[src/rtl/intack_daisy.sv]
module intack_daisy #(
  parameter int NSRC = 8,
  parameter int VW   = 8,
  parameter int IW   = $clog2(NSRC)
) (
  input  logic               clk,
  input  logic               rst_n,
  input  logic               as_n,
  input  logic               ds_n,
  input  logic               intack_n,
  input  logic               iei,
  input  logic [NSRC-1:0]    irq_src,
  input  logic [VW-IW-1:0]   vec_hi,
  input  logic               clr_ius,
  output logic               data_oe,
  output logic [VW-1:0]      vec_out,
  output logic               ieo,
  output logic               irq_out
);

  logic [1:0] as_sy, ds_sy;
  logic as_q, ds_q, ack_q;
  logic [NSRC-1:0] ius, pend, ius_clr;
  logic [IW-1:0] win;
  logic as_rise, ds_fall, ds_rise, any_pend, claim;

  always_ff @(posedge clk or negedge rst_n)
    if (!rst_n) begin
      as_sy <= 2'b11;
      ds_sy <= 2'b11;
      as_q  <= 1'b1;
      ds_q  <= 1'b1;
    end else begin
      as_sy <= {as_sy[0], as_n};
      ds_sy <= {ds_sy[0], ds_n};
      as_q  <= as_sy[1];
      ds_q  <= ds_sy[1];
    end

  assign as_rise = as_sy[1] & ~as_q;
  assign ds_fall = ~ds_sy[1] & ds_q;
  assign ds_rise = ds_sy[1] & ~ds_q;

  assign pend     = irq_src & ~ius;
  assign any_pend = |pend;
  assign claim    = ds_fall & ack_q & any_pend & iei;

  always_comb begin
    win = '0;
    for (int i = 0; i < NSRC; i++)
      if (pend[i]) win = IW'(i);
  end

  always_comb begin
    ius_clr = '0;
    for (int i = 0; i < NSRC; i++)
      if (ius[i]) ius_clr = NSRC'(1) << i;
  end

  always_ff @(posedge clk or negedge rst_n)
    if (!rst_n) begin
      ack_q   <= 1'b0;
      data_oe <= 1'b0;
      vec_out <= '0;
      ius     <= '0;
    end else begin
      if (as_rise) ack_q <= ~intack_n;
      if (claim) begin
        data_oe <= 1'b1;
        vec_out <= {vec_hi, win};
      end else if (ds_rise) begin
        data_oe <= 1'b0;
      end
      ius <= (ius & ~(clr_ius ? ius_clr : '0)) | (claim ? (NSRC'(1) << win) : '0);
    end

  assign ieo     = iei & ~(|ius) & ~(ack_q & any_pend);
  assign irq_out = any_pend & ~(|ius);

  assert_claim_needs_enable_R3: assert property (@(posedge clk) disable iff (!rst_n)
    $rose(data_oe) |-> ack_q && $past(iei) && $past(|(irq_src & ~ius)));

  assert_claim_marks_source_R5: assert property (@(posedge clk) disable iff (!rst_n)
    $rose(data_oe) |-> ius[vec_out[IW-1:0]]);

  assert_claim_blocks_chain_R7: assert property (@(posedge clk) disable iff (!rst_n)
    $rose(data_oe) |-> !ieo);

  assert_claim_masks_request_R8: assert property (@(posedge clk) disable iff (!rst_n)
    $rose(data_oe) |-> !irq_out);

  assert_release_on_ds_R6: assert property (@(posedge clk) disable iff (!rst_n)
    ds_rise && !claim |=> !data_oe);

  assert_vector_steady_R6: assert property (@(posedge clk) disable iff (!rst_n)
    data_oe && $past(data_oe) |-> $stable(vec_out));

  assert_clear_one_R9: assert property (@(posedge clk) disable iff (!rst_n)
    clr_ius && !claim && (|ius) |=> $countones(ius) == $countones($past(ius)) - 1);

endmodule

[config.mk]
export PLATFORM = sky130hd
export DESIGN_NAME = intack_daisy
export DESIGN_NICKNAME = d
export VERILOG_FILES = /design/src/rtl/intack_daisy.sv
export SDC_FILE = /design/constraint.sdc
export NUM_CORES = 1
export LEC_CHECK = 0
export CORE_MARGIN = 1.5
export CORE_UTILIZATION = 30
export CTS_CLUSTER_DIAMETER = 50
export DETAILED_ROUTE_END_ITERATION = 6
export GPL_TIMING_DRIVEN = 0
export HOLD_SLACK_MARGIN = 0.05
export PLACE_DENSITY = 0.54
export SYNTH_ARGS = -nofsm -noshare
export SYNTH_HDL_FRONTEND = slang
export SYNTH_SLANG_ARGS = --single-unit
[constraint.sdc]
create_clock -name clk -period 3.1 [get_ports clk]
set_input_delay 0.62 -clock clk [delete_from_list [all_inputs] [get_ports clk]]
set_output_delay 0.62 -clock clk [all_outputs]
set_load 0.05 [all_outputs]
* Yosys cells after proc, flatten, opt, wreduce, memory -nomap -nowiden
Cells that the tools add are included.
Widths: inputs -> output; s select.
** Storage, ports and cells
- Register bits after elaboration :: 24
- Bits of input ports :: 20
- Output and inout port bits :: 11
- Logic and storage cells :: 52
** Operators by class
- Shifts and indexed selects :: 1
- Mux-type cells :: 19
- Bitwise gates (word level) :: 21
- Reduce and logical (&&, ||, !) cells :: 3
** Operators by type and width (number)
- $mux 8 :: 9
- $mux 3 :: 6
- $and 8x8->8 :: 2
- $not 8->8 :: 2
- $reduce_or 8->1 :: 2
- $and 1x1->1 :: 10
- $or 8x8->8 :: 1
- $shl 1x3->8 const A :: 1
- $not 1->1 :: 6
- $mux 1 :: 4
- $reduce_bool 2->1 :: 1

* Logic depth before layout (Yosys ltp)
Gate-level depths: netlist (run 1).
- Word-level depth :: 12
- Depth in mapped cells :: 4

* Worst setup path before layout (run 1)
Ideal clock, no wire load.
- Kind :: input -> output
- From :: input irq_src[6]
- To :: output ieo
- Arrival time :: 2510 ps
- Setup slack :: -30 ps
- Stages on the path :: 4
- Path buffers :: 0
- Cell sequence :: nor2b_2 > a2111oi_4 > nand2_1 > a211oi_1
** On the way
- Cells in the longest elaborated chain, start to end :: 5
** RTL lines
- start, declared :: RTL line 12 : input logic [NSRC-1:0] irq_src,
- $and 8x8->8 :: RTL line 44 : assign pend = irq_src & ~ius;
- $reduce_or 8->1 :: RTL line 45 : assign any_pend = |pend;
- $and 1x1->1 :: RTL line 77 : assign ieo = iei & ~(|ius) & ~(ack_q & any_pend);
- $not 1->1 :: RTL line 77
- $and 1x1->1 :: RTL line 77
- end, declared :: RTL line 17 : output logic ieo,
No other way between the ends.

* Worst setup path in the final report (run 1)
- From :: input irq_src[5]
- To :: output ieo
The elaborated chain is that of the path after synthesis.

==> impl_metrics.tcl, run 1 <==
set metrics [dict create \
    run_status "finished clean" \
    grt_max_degree 25 \
    timing.final.ws_setup_ns 0.1233 \
    setup_viol 0 \
    crit_fanout 5 \
    tightest_slew_ns 1.042 \
    dr.pass1.iters 4 \
    critical_path_class "in -> out" \
    synth_area_sq_um 1089 \
    insertion_delay_ns 0.31 \
    post-place-ws_ns -0.5079 \
    clk_pin_slew_ns 0.13 \
    synthCells 92 \
    p_leak_nw 0.6122 \
    swShare 0.3650 \
    drtIter0Drc 38 \
    finalHoldViolCount 0 \
    antennaDiodeCount 0 \
    synth_nets 112 \
    synth_seq_cells 24 \
    antenna_found_initial 0 \
    grt_pass1_vias 912 \
    rsz0062_at_grt "no" \
    fin_worst_skew_ns 0.004897 \
    drv_slew 0 \
    initial_core_util 0.3187 \
    avgSynthCellArea_sq_um 11.83 \
    slew_headroom 0.3029 \
    synth-async-reset-ratio 1.000 \
    antenna_left 0 \
    core_area_sq_um 3416 \
    clock-sinks 24 \
    setup_tns_ns 0 \
    dpl.hpwl_microns 1773 \
    grt_busiest_layer "met2" \
    track_usage 0.1331 \
    synth.area.top_cells "dfrtp_1 (41%), dfstp_2 (14%), mux2_2 (6.2%)" \
    h-tree-depth 1 \
    worst_setup_path_end_kind "primary output" \
    synth-warning-count 0 \
    layout_commonest_cell "clkdlybuf4s50_1" \
    viasPerCell 4.786 \
    place_congestion 0.7478 \
    synth_edf_count 0 \
    numCtsBuffers 3 \
    hold_class "reg -> reg" \
    drv_cap 0 \
    use_met1 0.1733 \
    root_buffer "clkbuf_4" \
    fin_area_sq_um 1505 \
    num_rows 21 \
    power.share.sequential 0.395 \
    final_cell_mix "clkdlybuf4s50_1 (28), dfrtp_1 (18), nand2_1 (7), o21ai_0 (7)" \
    synth_top_area_share 0.4138 \
    fin_util 0.4407 \
    p_int_mw 0.6210 \
    p_clk_frac 0.233 \
    start_kind "primary input" \
    fmax_mhz 335.9 \
    grt-ovfl-total 0 \
    layout-drive-gt1-share 0.2047 \
    io_pins 31 \
    ir_worst_vdd_v 0.0004427 \
    combinationalPowerShare 0.372 \
    synth_flop_cell "dfrtp_1" \
    io_buffers 30 \
    die_w_microns 63.24 \
    drc 0 \
    use_met3 0.04643 \
    synth_area_leader_cell "dfrtp_1" \
    grt_pass1_wl_microns 4271 \
    vias 828 \
    ys_seq_area_frac 0.5586 \
    synth_cell_types 28 \
    finalCriticalPeriod_ns 2.977 \
    multiInputGateArea_sq_um 466.7 \
    post_drt_wl_per_cell_microns 13.50 \
    place_area_sq_um 1451 \
    seq_area_sq_um 608.1 \
    p_per_area_nw_per_um2 649.7 \
    cts_tree "done" \
    syn2layout_area_growth_pct 38.28 \
    wl_microns 2335 \
    fin_crit_sh 0.9602 \
    cp_data_required_time_ns 2.48 \
    fillCellCount 350 \
    cp.arrival_ns 2.36 \
    chipHeight_microns 63.24 \
    finalNetCount 148 \
    clockBufferDepth 2 \
    die_area_sq_um 3999 \
    use_met2 0.2181 \
    p_sw_mw 0.3570 \
]
## power by group through the flow
stage	Clock, mW	Combinational [mW]	Sequential, mW
detailed placement	0	0.374	0.393
global placement	0	0.372	0.390
global route	0.253	0.391	0.396
finish	0.227	0.364	0.386
CTS	0.236	0.368	0.387
floorplan	0	0.136	0.493
## critical path: stages
cell	delay, ns
clkdlybuf4s50_1	0.40
nor2b_1	0.18
a2111oi_4	0.48
nand2_1	0.12
a211oi_2	0.26
buf_2	0.30
## final timing paths
check | from | end | slack (ns) | cells after the start
setup / recovery | irq_src[5] | ieo | 0.12 | 6
hold / removal | as_sy[0] | as_sy[1] | 0.37 | 0
setup reg to reg | ius[3] | vec_out[0] | 1.14 | 4
hold reg to reg | as_sy[0] | as_sy[1] | 0.37 | 0
max in group asynchronous | rst_n | vec_out[1] | 1.62 | 1
min in group asynchronous | rst_n | ius[6] | 0.85 | 1
## layer usage
layer | share of wire | wire length, microns
met5 | 0 | 0
met3 | 0.065 | 152
met4 | 0.0060 | 14
met1 | 0.46 | 1070
met2 | 0.47 | 1098
## Yosys cell counts, drive strengths merged (2+ instances only)
library cell and n:
o41ai 2, dfstp 6, a22o 2, nor2 6
nand3 2, nand2 7, nand2b 6, a2111oi 2
dfrtp 18, nand4 2, inv 5, mux2 6
a31oi 2, a21oi 4, o21ai 7, nor2b 5
## per-stage QoR
step	hold slack, ns	power [mW]	cells
after CTS	0.3686	0.9906	172
final	0.3658	0.9780	173
after global placement	0.3461	0.7620	168
after detailed placement	0.3491	0.7662	168
after floorplan	0.3244	0.6291	92
after global routing	0.3755	1.041	173
## registers in the layout, summed over array words and instances (netlist names)
| register | count |
|---|---|
| ius | 8 |
| vec_out | 8 |
| as_sy | 2 |
| ds_sy | 2 |
| ack_q | 1 |
| as_q | 1 |
| data_oe | 1 |
| ds_q | 1 |
## logic make-up after synthesis
family	count (synthesis)	synth area share
compound gates	24	0.1851
buf+inv	5	0.01724
flops	24	0.5586
mux	7	0.07126
simple gates	32	0.1678
## final cells by class
cell class / instances / area share
repair buffers: 31 / 0.2003
inverters: 5 / 0.01247
flip-flops and latches: 24 / 0.4040
clock buffers: 3 / 0.01496
clock inverters: 1 / 0.01995
multi-input cells: 63 / 0.3101
well taps: 46 / 0.03824
## what timing repair did
action                                  4_1_cts  5_1_grt
endpoints found under the setup margin        2        1
buffers inserted                              0        1
hold buffers                                  0        0
pin swaps                                     0        1
gates resized for setup                       6        0
Power figures use the tool's default switching activity.
==> inputs of run 2 (changes only) <==
--- a/config.mk
+++ b/config.mk
@@ -5,8 +5,10 @@
 export SDC_FILE = /design/constraint.sdc
 export NUM_CORES = 1
 export LEC_CHECK = 0
+export CAP_MARGIN = 10
 export CORE_MARGIN = 1.5
 export CORE_UTILIZATION = 30
+export CTS_BUF_LIST = sky130_fd_sc_hd__clkbuf_4 sky130_fd_sc_hd__clkbuf_8 sky130_fd_sc_hd__clkbuf_16
 export CTS_CLUSTER_DIAMETER = 50
 export DETAILED_ROUTE_END_ITERATION = 6
 export GPL_TIMING_DRIVEN = 0
==> constraint.sdc (replaced) <==
create_clock -name clk -period 3.2 [get_ports clk]
set_input_delay 0.64 -clock clk [delete_from_list [all_inputs] [get_ports clk]]
set_output_delay 0.64 -clock clk [all_outputs]
set_load 0.05 [all_outputs]
==> run 2 against run 1 <==
  * Final area shrank 1.9%
  * Via count grew 2.2%
  * Critical endpoint unchanged
  * Clock power decreased by 28%
  * Flip-flop and latch count unchanged
  * Highest routed layer is now met3
  * Sequential share of layout area rose by 0.79 points
  * Global-route usage is 0.89 points lower
  * Sequential power fell by 3%
  * Worst hold slack is essentially flat
  * Cell count down 0.58%
==> impl_metrics.tcl, run 2 (same netlist as run 1, synthesis figures left out) <==
set metrics [dict create \
    run_status "finished clean" \
    h-tree-depth 1 \
    drtIter0Drc 29 \
    worst_setup_path_end_kind "primary output" \
    finalCriticalPeriod_ns 3.046 \
    crit_slowest_cell "a2111oi_4" \
    crit_fanout 6 \
    slew_headroom 0.2798 \
    crit_family "compound AO/OA/AOI/OAI gates" \
    cts_setup_buffers 0 \
    ir_worst_vdd_v 0.0002943 \
    syn2layout_area_growth_pct 35.63 \
    clock-sinks 24 \
    hold_class "reg -> reg" \
    insertion_delay_ns 0.31 \
    initial_core_util 0.3187 \
    fin_crit_sh 0.9518 \
    fillCellCount 334 \
    rsz0062_at_grt "no" \
    drc 0 \
    io_pins 31 \
    vias 846 \
    crit_buf_inv 2 \
    final_cell_mix "clkdlybuf4s50_1 (28), dfrtp_1 (18), nand2_1 (7), o21ai_0 (7)" \
    layout-drive-gt1-share 0.1905 \
    multiInputGateArea_sq_um 461.7 \
    layout_commonest_cell "clkdlybuf4s50_1" \
    cts_tree "done" \
    antenna_left 0 \
    root_buffer "clkbuf_4" \
    die_area_sq_um 3999 \
    dpl.hpwl_microns 1724 \
    num_rows 21 \
    critical_path_class "in -> out" \
    place_area_sq_um 1446 \
    holdWs_ns 0.3663 \
    power_mw 0.8876 \
    numCtsBuffers 3 \
    place_congestion 0.7914 \
    p_per_area_nw_per_um2 601.2 \
    wl_microns 2317 \
    setup_viol 0 \
    max_stage_delay_ns 0.53 \
    hold_buffers 0 \
    clk_pin_slew_ns 0.14 \
    fin_area_sq_um 1476 \
    post-place-ws_ns -0.4258 \
    grt-ovfl-total 0 \
    timing.final.ws_setup_ns 0.1543 \
    seq_area_sq_um 608.1 \
    reg_top3 "ius: 8 flops, vec_out: 8 flops" \
    finalNetCount 147 \
    track_usage 0.1242 \
    fin_worst_skew_ns 0.002745 \
    drv_cap 0 \
    dr.pass1.iters 4 \
    antenna_found_initial 0 \
    grt_pass1_wl_microns 4043 \
    worstPathCellList "clkdlybuf4s50_1 > nor2b_1 > a2111oi_4 > nand2_1 > a211oi_1 > buf_2" \
    viasPerCell 4.919 \
    grt_pass1_vias 921 \
    cp_data_required_time_ns 2.56 \
    finalHoldViolCount 0 \
    drv_slew 0 \
    p_leak_nw 0.5989 \
    setup_tns_ns 0 \
    post_drt_wl_per_cell_microns 13.47 \
    start_kind "primary input" \
    core_area_sq_um 3416 \
    fmax_mhz 328.3 \
    tightest_slew_ns 1.077 \
    io_buffers 30 \
    cp.arrival_ns 2.41 \
    antennaDiodeCount 0 \
    clockBufferDepth 2 \
    die_w_microns 63.24 \
    grt_max_degree 25 \
    chipHeight_microns 63.24 \
]
## run 2: power breakdown
| part | total (mW) | leakage [nW] | internal, mW | switching (mW) |
|---|---|---|---|---|
| clock network | 0.164 | 0.0210 | 0.0695 | 0.0946 |
| registers | 0.373 | 0.292 | 0.347 | 0.0256 |
| logic | 0.351 | 0.286 | 0.126 | 0.225 |
## run 2: layer usage
metal | GRT usage | up-vias | part of all wire
met3 | 0.03214 | 0 | 0.069
met4 | 0.03533 | 0 | 0
li1 | - | 402 | -
met2 | 0.1995 | 25 | 0.46
met5 | 0 | - | 0
met1 | 0.1659 | 419 | 0.47
## run 2: path summary, 6_finish.rpt
check	cells past startpoint	endpoint	slack [ns]	start
worst max-delay path	6	ieo	0.15	irq_src[5]
worst min-delay path	0	as_sy[1]	0.37	as_sy[0]
worst max register to register	4	ius[2]	1.27	ius[3]
worst min register to register	0	as_sy[1]	0.37	as_sy[0]
max in group asynchronous	1	vec_out[4]	1.67	rst_n
min in group asynchronous	1	ius[1]	0.89	rst_n
## run 2: stage by stage
stage                       util  cells
after CTS                 0.4322    172
after floorplan                -     92
after global placement    0.4234    168
after global routing      0.4322    172
final                     0.4322    172
after detailed placement  0.4234    168
## run 2: area by class of cell
class / count / area share
flip-flops and latches: 24 / 0.4119
well taps: 46 / 0.03898
clock buffers: 4 / 0.02458
multi-input cells: 63 / 0.3127
inverters: 5 / 0.01271
repair buffers: 30 / 0.1992
## run 2: timing repair
item                       CTS  global route
pin swaps                    0             1
gates resized for setup      7             0
setup endpoints to repair    2             1
